File: config.mk
export PLATFORM = sky130hd
export DESIGN_NAME = burst_seq
export DESIGN_NICKNAME = d
export VERILOG_FILES = /design/src/rtl/bsq_pkg.sv /design/src/rtl/bsq_cmd_hold.sv /design/src/rtl/bsq_beat_ctr.sv /design/src/rtl/burst_seq.sv
export SDC_FILE = /design/constraint.sdc
export NUM_CORES = 1
export LEC_CHECK = 0
export ABC_AREA = 1
export CAP_MARGIN = 15
export CORE_MARGIN = 5
export CORE_UTILIZATION = 44
export CTS_CLUSTER_SIZE = 14
export DETAILED_ROUTE_END_ITERATION = 8
export PLACE_DENSITY = 0.68
export RECOVER_POWER = 25
export SYNTH_ARGS = -nofsm -noshare
export SYNTH_HDL_FRONTEND = slang
export SYNTH_SLANG_ARGS = --single-unit
export TNS_END_PERCENT = 10
File: constraint.sdc
create_clock -name clk_i -period 5 [get_ports clk_i]
set_clock_uncertainty 0.1 [all_clocks]
set_input_delay 1 -clock clk_i [delete_from_list [all_inputs] [get_ports clk_i]]
set_output_delay 1 -clock clk_i [all_outputs]
set_load 0.1 [all_outputs]
File: src/rtl/bsq_pkg.sv
package bsq_pkg;
  localparam int IDX_W = 4;  // longest burst is 16 beats

  localparam logic [1:0] BL_SEL_4 = 2'd0;
  localparam logic [1:0] BL_SEL_8 = 2'd1;

  typedef struct packed {
    logic       wr;
    logic       mode8;
    logic [1:0] bl;
  } cmd_t;

  // last beat index of a burst
  function automatic logic [IDX_W-1:0] burst_lim(input logic m8, input logic [1:0] sel);
    if (m8 || sel == BL_SEL_8) return IDX_W'(7);
    if (sel == BL_SEL_4)       return IDX_W'(3);
    return IDX_W'(15);
  endfunction
endpackage

File: src/rtl/bsq_cmd_hold.sv
module bsq_cmd_hold
  import bsq_pkg::*;
#(
  parameter int COL_W = 10
) (
  input  logic             clk_i,
  input  logic             rst_ni,
  input  logic             in_v_i,
  input  cmd_t             in_cmd_i,
  input  logic [COL_W-1:0] in_col_i,
  input  logic             take_i,
  output logic             cand_v_o,
  output cmd_t             cand_cmd_o,
  output logic [COL_W-1:0] cand_col_o
);
  logic             held_v_q;
  cmd_t             held_cmd_q;
  logic [COL_W-1:0] held_col_q;

  assign cand_v_o   = held_v_q | in_v_i;
  assign cand_cmd_o = held_v_q ? held_cmd_q : in_cmd_i;
  assign cand_col_o = held_v_q ? held_col_q : in_col_i;

  always_ff @(posedge clk_i or negedge rst_ni) begin
    if (!rst_ni) begin
      held_v_q   <= 1'b0;
      held_cmd_q <= '0;
      held_col_q <= '0;
    end else if (take_i) begin
      // held entry consumed; a fresh input refills the slot
      held_v_q <= held_v_q & in_v_i;
      if (held_v_q && in_v_i) begin
        held_cmd_q <= in_cmd_i;
        held_col_q <= in_col_i;
      end
    end else if (!held_v_q && in_v_i) begin
      held_v_q   <= 1'b1;
      held_cmd_q <= in_cmd_i;
      held_col_q <= in_col_i;
    end
  end

  assert_hold_stable_R8: assert property (@(posedge clk_i) disable iff (!rst_ni)
    (held_v_q && !take_i) |=> (held_v_q && $stable(held_col_q) && $stable(held_cmd_q)));
endmodule

File: src/rtl/bsq_beat_ctr.sv
module bsq_beat_ctr
  import bsq_pkg::*;
(
  input  logic             clk_i,
  input  logic             rst_ni,
  input  logic             start_i,
  input  logic             stop_i,
  input  logic [IDX_W-1:0] lim_i,
  output logic             active_o,
  output logic [IDX_W-1:0] idx_o,
  output logic [IDX_W-1:0] lim_o,
  output logic             last_o
);
  always_ff @(posedge clk_i or negedge rst_ni) begin
    if (!rst_ni) begin
      active_o <= 1'b0;
      idx_o    <= '0;
      lim_o    <= '0;
    end else if (start_i) begin
      active_o <= 1'b1;
      idx_o    <= '0;
      lim_o    <= lim_i;
    end else if (stop_i) begin
      active_o <= 1'b0;
      idx_o    <= '0;
    end else if (active_o) begin
      idx_o <= idx_o + 1'b1;
    end
  end

  assign last_o = active_o && (idx_o == lim_o);

  assert_idx_in_range_R2: assert property (@(posedge clk_i) disable iff (!rst_ni)
    active_o |-> (idx_o <= lim_o));
endmodule

File: src/rtl/burst_seq.sv
module burst_seq
  import bsq_pkg::*;
#(
  parameter int COL_W = 10
) (
  input  logic             clk_i,
  input  logic             rst_ni,
  input  logic             cmd_valid_i,
  input  logic             cmd_write_i,
  input  logic [COL_W-1:0] cmd_col_i,
  input  logic             mode_8n_i,
  input  logic [1:0]       bl_sel_i,
  input  logic             term_i,
  output logic             beat_stb_o,
  output logic [IDX_W-1:0] beat_idx_o,
  output logic [COL_W-1:0] beat_col_o,
  output logic             data_valid_o,
  output logic             burst_done_o
);
  localparam int PAD_W = COL_W - IDX_W;

  cmd_t             in_cmd, cand_cmd;
  logic             cand_v;
  logic [COL_W-1:0] cand_col;
  logic             start, stop, bound, term_eff;
  logic             active, at_last;
  logic [IDX_W-1:0] idx, lim;
  logic             cur_wr_q, cur_m8_q, term_pend_q;
  logic [COL_W-1:0] cur_col_q, mask, col_sum;

  assign in_cmd = '{wr: cmd_write_i, mode8: mode_8n_i, bl: bl_sel_i};

  bsq_cmd_hold #(.COL_W(COL_W)) u_hold (
    .clk_i      (clk_i),
    .rst_ni     (rst_ni),
    .in_v_i     (cmd_valid_i),
    .in_cmd_i   (in_cmd),
    .in_col_i   (cmd_col_i),
    .take_i     (start),
    .cand_v_o   (cand_v),
    .cand_cmd_o (cand_cmd),
    .cand_col_o (cand_col)
  );

  bsq_beat_ctr u_ctr (
    .clk_i    (clk_i),
    .rst_ni   (rst_ni),
    .start_i  (start),
    .stop_i   (stop),
    .lim_i    (burst_lim(cand_cmd.mode8, cand_cmd.bl)),
    .active_o (active),
    .idx_o    (idx),
    .lim_o    (lim),
    .last_o   (at_last)
  );

  // cut point: 4 beats moved since last boundary, 4n mode, not the final beat
  assign bound    = active && !cur_m8_q && (idx[1:0] == 2'b11) && !at_last;
  assign term_eff = term_pend_q || (term_i && active && !cur_m8_q);
  assign start    = cand_v && (!active || at_last || (bound && (cand_cmd.wr == cur_wr_q)));
  assign stop     = active && !start && (at_last || (bound && term_eff));

  always_ff @(posedge clk_i or negedge rst_ni) begin
    if (!rst_ni) begin
      cur_wr_q    <= 1'b0;
      cur_m8_q    <= 1'b0;
      cur_col_q   <= '0;
      term_pend_q <= 1'b0;
    end else begin
      if (start) begin
        cur_wr_q  <= cand_cmd.wr;
        cur_m8_q  <= cand_cmd.mode8;
        cur_col_q <= cand_col;
      end
      if (start || stop) term_pend_q <= 1'b0;
      else if (term_eff) term_pend_q <= 1'b1;
    end
  end

  assign mask    = {{PAD_W{1'b0}}, lim};
  assign col_sum = cur_col_q + {{PAD_W{1'b0}}, idx};

  assign beat_stb_o   = active;
  assign beat_idx_o   = idx;
  assign beat_col_o   = (cur_col_q & ~mask) | (col_sum & mask);
  assign data_valid_o = active && !cur_wr_q;
  assign burst_done_o = at_last;

  // a restart without a done pulse must follow a 4n boundary beat
  assert_cut_on_boundary_R6: assert property (@(posedge clk_i) disable iff (!rst_ni)
    (beat_stb_o && beat_idx_o == '0 && $past(beat_stb_o) && !$past(burst_done_o))
      |-> ($past(beat_idx_o[1:0]) == 2'b11 && !$past(cur_m8_q)));

  assert_cut_same_dir_R6: assert property (@(posedge clk_i) disable iff (!rst_ni)
    (beat_stb_o && beat_idx_o == '0 && $past(beat_stb_o) && !$past(burst_done_o))
      |-> (cur_wr_q == $past(cur_wr_q)));

  assert_done_pulse_R5: assert property (@(posedge clk_i) disable iff (!rst_ni)
    burst_done_o |=> !burst_done_o);

  assert_rd_valid_R4: assert property (@(posedge clk_i) disable iff (!rst_ni)
    data_valid_o |-> beat_stb_o);

  assert_fixed_len_8n_R9: assert property (@(posedge clk_i) disable iff (!rst_ni)
    (beat_stb_o && cur_m8_q) |-> (lim == IDX_W'(7)));
endmodule

# After elaboration in Yosys (flattened, before gate mapping)
# Index checks and enable logic that the tools add are counted.
op_classes:
  reduce_logical: 32
  addsub: 2
  muxes: 24
  bitwise: 6
  n_eq_ne: 5
ops:
  columns: ["operator", "n"]
  rows:
  - ["4-bit 2-to-1 mux", 11]
  - ["10-bit 2-to-1 mux", 4]
  - ["1-bit logical AND", 14]
  - ["10-bit by 4-bit adder with 10-bit output", 1]
  - ["10-bit AND", 1]
  - ["10-bit by 4-bit AND with 10-bit output", 1]
  - ["4-bit inverter with 10-bit output", 1]
  - ["10-bit OR", 1]
  - ["1-bit 2-to-1 mux", 9]
  - ["1-bit logical NOT", 6]
  - ["1-bit logical OR", 6]
  - ["2-bit nonzero test", 3]
  - ["4-bit by 1-bit adder with 4-bit output (second input constant)", 1]
  - ["4-bit == test", 1]
  - ["3-bit nonzero test", 1]
  - ["2-bit by 1-bit == test with 1-bit output (second input constant)", 1]
  - ["2-bit == test (second input constant)", 1]
  - ["2-bit logical NOT", 1]
  - ["2-bit by 1-bit != test with 1-bit output (second input constant)", 1]
  - ["2-bit AND reduction", 1]
  - ["1-bit AND", 1]
  - ["1-bit == test", 1]
  - ["1-bit OR", 1]
totals:
  reg_bits: 37
  in_bits: 18
  out_inout_bits: 17

# Longest topological paths before layout
depth:
  word_depth: 12
  ltp_mapped: 11
  mapped_depth_nobuf: 10

# By module
# A second synthesis with hierarchy kept.
hier_totals:
  cells_unflattened: 281
  hier_area_um2: 2154.6
by_module_without_submodules:
  columns: ["mod", "area_per_inst_um2", "instances", "cells_each", "seq_area_each_um2"]
  rows:
  - ["bsq_cmd_hold", 863.3, 1, 116, 375.4]
  - ["burst_seq", 815.8, 1, 104, 325.3]
  - ["bsq_beat_ctr", 475.5, 1, 61, 225.2]

# Worst setup path after synthesis
# OpenSTA, ideal clock, no wires.
synth_path:
  path_type: "reg2out"
  from: "reg u_ctr.idx_o[0]"
  to: "out beat_col_o[2]"
  arrival_ps: 3923
  setup_slack_ps: -23
  path_stages_with_launch: 6
  cell_sequence: "dfrtp_1 -> ha_1 -> inv_1 -> fa_1 -> xor2_1 -> o21ai_0"
synth_between:
  elab_chain_len: 3
synth_lines:
  columns: ["item", "line_no", "rtl"]
  rows:
  - ["start, declared", "bsq_beat_ctr.sv:10", "output logic [IDX_W-1:0] idx_o,"]
  - ["start signal, assigned", "bsq_beat_ctr.sv:27", "idx_o <= idx_o + 1'b1;"]
  - ["10-bit by 4-bit adder with 10-bit output", "burst_seq.sv:81", "assign col_sum = cur_col_q + {{PAD_W{1'b0}}, idx};"]
  - ["10-bit by 4-bit AND with 10-bit output", "burst_seq.sv:85", "assign beat_col_o = (cur_col_q & ~mask) | (col_sum & mask);"]
  - ["10-bit OR", "burst_seq.sv:85", null]
  - ["end, declared", "burst_seq.sv:16", "output logic [COL_W-1:0] beat_col_o,"]
# Every way passes these cells.

# Worst setup path after layout
# Same ends and word-level chain as after synthesis.

==> results.py <==
metrics = {
    "critical_path": {
        "max_stage_delay_ns": 1.14,
        "path_cells": "ha_1, inv_1, fa_1, xor2_1, o21ai_1, clkdlybuf4s50_1",
        "start_kind": "register",
        "timing.rr.start": "u_hold.held_v_q",
        "ff2ff_path_depth": 7,
        "cp.arrival_ns": 2.79,
        "startpoint": "u_ctr.idx_o[0]",
        "path_class": "reg2out",
        "endpoint_kind": "output pin",
        "crit_slowest_cell": "clkdlybuf4s50_1",
        "r2r_end": "u_hold.held_col_q[3]",
        "reg2reg_slack_ns": 2.63,
        "required_ns": 3.90,
        "cp_max_fo": 7,
    },
    "clocking": {
        "cts_hold_buf": 0,
        "post_cts_buffers": 0,
        "clock_path_buffers": 2,
        "clock_latency_ns": 0.28,
        "cts_made_buffers": 5,
        "clock-sinks": 36,
        "cts_resized": 0,
        "cts_tree": "built",
        "ctsHtreeMaxLevel": 2,
        "clkTransAtPathRegs_ns": 0.07,
        "root_buffer": "clkbuf_8",
    },
    "logic_synthesis": {
        "synth_top_area_share_pct": 44.6,
        "syn_inst": 266,
        "ys_types": 24,
        "netlist_top_cells_area": "dfrtp_1, nand2_1, nand3_1",
        "syn-num-nets": 289,
        "synth_top_area_cell": "dfrtp_1",
        "synth_top_flop_cell": "dfrtp_1",
        "synth-seq-cells": 36,
        "synthesis.area_sq_mm": 0.00202,
        "postSynth.asyncResetShare_pct": 100,
        "synth_edf_count": 0,
        "synth_common_cells": "nand2_1, dfrtp_1, nand3_1, inv_1, o21ai_0",
        "yosysMostFrequentCell": "nand2_1",
        "syn_avg_cell_area_sq_um": 7.60,
        "yosys_warnings": 0,
        "yosysSeqAreaShare_pct": 44.6,
    },
    "sta": {
        "report.final.slew_viol_count": 37,
        "finalHoldViolCount": 0,
        "slew_headroom_pct": -29.7,
        "post-route-period-util_pct": 77.8,
        "rsz0062_at_grt": "false",
        "fin_tns_setup_ns": 0,
        "setup_ws_ns": 1.11,
        "timing.fmax_mhz": 257,
        "finalSetupViolCount": 0,
        "worst_slew_pin_slew_ns": 1.95,
        "fin_crit_ns": 3.89,
    },
    "placed_design": {
        "hpwl_um": 3170,
        "place_area_sq_mm": 0.00233,
        "place_ws_ns": 1.40,
        "gp_congestion": 0.837,
        "port_buffers": 34,
    },
    "final_layout": {
        "area_growth_pct": 19.6,
        "post-route-util_pct": 54.8,
        "antenna_cells_inserted": 0,
        "final_cell_area_sq_mm": 0.00242,
        "nets": 316,
        "drive_gt1_share_pct": 5.78,
    },
    "global_routing": {
        "grt_max_degree": 37,
        "antenna_found_initial": 0,
        "grt-ovfl-total": 0,
        "grt_pass1_vias": 1595,
        "grt_usage_pct": 15.8,
        "grt_pass1_wl_um": 7830,
    },
    "floorplan": {
        "die_area_sq_mm": 0.00605,
        "die_w_um": 77.8,
        "rows": 24,
        "die_y_um": 77.8,
        "initial_core_util_pct": 45.8,
        "core-area_sq_mm": 0.00441,
        "io-pin-count": 35,
    },
    "status": {
        "violations": "capacitance limit, slew limit",
        "status": "finished with violations",
    },
    "detailed_routing": {
        "viasPerCell": 4.93,
        "wl_per_cell_um": 12.9,
        "drc": 0,
        "vias": 1705,
        "wirelength_um": 4480,
        "drt_iter0_drc": 112,
        "first_pass_iters": 4,
        "ant_nets": 0,
    },
    "worst_hold_path": {
        "whs_endpoint": "cur_col_q[7]",
        "hold_depth": 2,
        "hold_path_startpoint": "cur_col_q[7]",
        "hold_path.class": "reg2reg",
    },
    "run": {
        "maxCapViolations": 1,
    },
}
==> sequential cells by signal, indices dropped and copies added (netlist names) <==
register	count
term_pend_q	1
cur_m8_q	1
u_hold.held_col_q	10
u_ctr.lim_o	3
u_hold.held_cmd_q	4
u_hold.held_v_q	1
cur_col_q	10
cur_wr_q	1
u_ctr.idx_o	4
u_ctr.active_o	1
==> routing by layer <==
layer	GRT usage (%)	vias to the layer above	routed length, um
met5	0	-	0
met4	7.73	0	35
met3	2.55	2	217
met2	23.5	38	2060
met1	22.3	780	2160
li1	-	885	-
==> layout make-up <==
| type | count | area [sq um] |
|---|---|---|
| clock buffer | 8 | 90.1 |
| timing repair buffer | 35 | 344 |
| fill | 436 | 2000 |
| tap | 52 | 65.1 |
| inverter | 26 | 100 |
| sequential | 36 | 901 |
| multi-input combinational | 189 | 917 |
==> placed cells by master, fill, tap and decap left out, types with 4 or more instances in the layout <==
master and instances:
inv_1 24, clkdlybuf4s50_1 33, dfrtp_1 36, nor2_1 11, ha_1 4, o21ai_1 4, a21oi_1 4, nand3_1 33
nand2_1 103, o21ai_0 11, xor2_1 5, clkbuf_8 6
==> worst max path at each step <==
stage | end | cells past startpoint
after CTS | beat_col_o[2] | 6
after floorplan | beat_col_o[1] | 4
after global routing | beat_col_o[1] | 5
after global placement | beat_col_o[2] | 6
final | beat_col_o[2] | 6
after detailed placement | beat_col_o[2] | 6
==> worst max-delay path, delay by kind of cell, from the launching register on <==
| kind | cells | cell delay [ns] |
|---|---|---|
| AOI/OAI and AO/OA | 1 | 0.12 |
| adders and majority gates | 2 | 0.56 |
| DFF | 1 | 0.47 |
| buffers and inverters | 2 | 1.20 |
| xor gates and xnor gates | 1 | 0.15 |
==> per-stage QoR <==
stage          instances  hold WS [ns]
2_1_floorplan        266         0.350
3_3_place_gp         338         0.367
3_5_place_dp         338         0.377
4_1_cts              346         0.395
5_1_grt              346         0.424
6_report             346         0.389
==> cell families after synthesis <==
family | count (synthesis) | synth area share, %
buffers and inverters | 41 | 10.0
AO/OA/AOI/OAI | 20 | 5.08
AND/OR/NAND/NOR | 159 | 34.7
adder cells (fa/ha/maj) | 5 | 3.47
XOR/XNOR | 5 | 2.17
flip-flops | 36 | 44.6
Power is left out: the tool's default activity adds up to more than one toggle a clock period on the data nets, which glitch-free logic cannot reach.
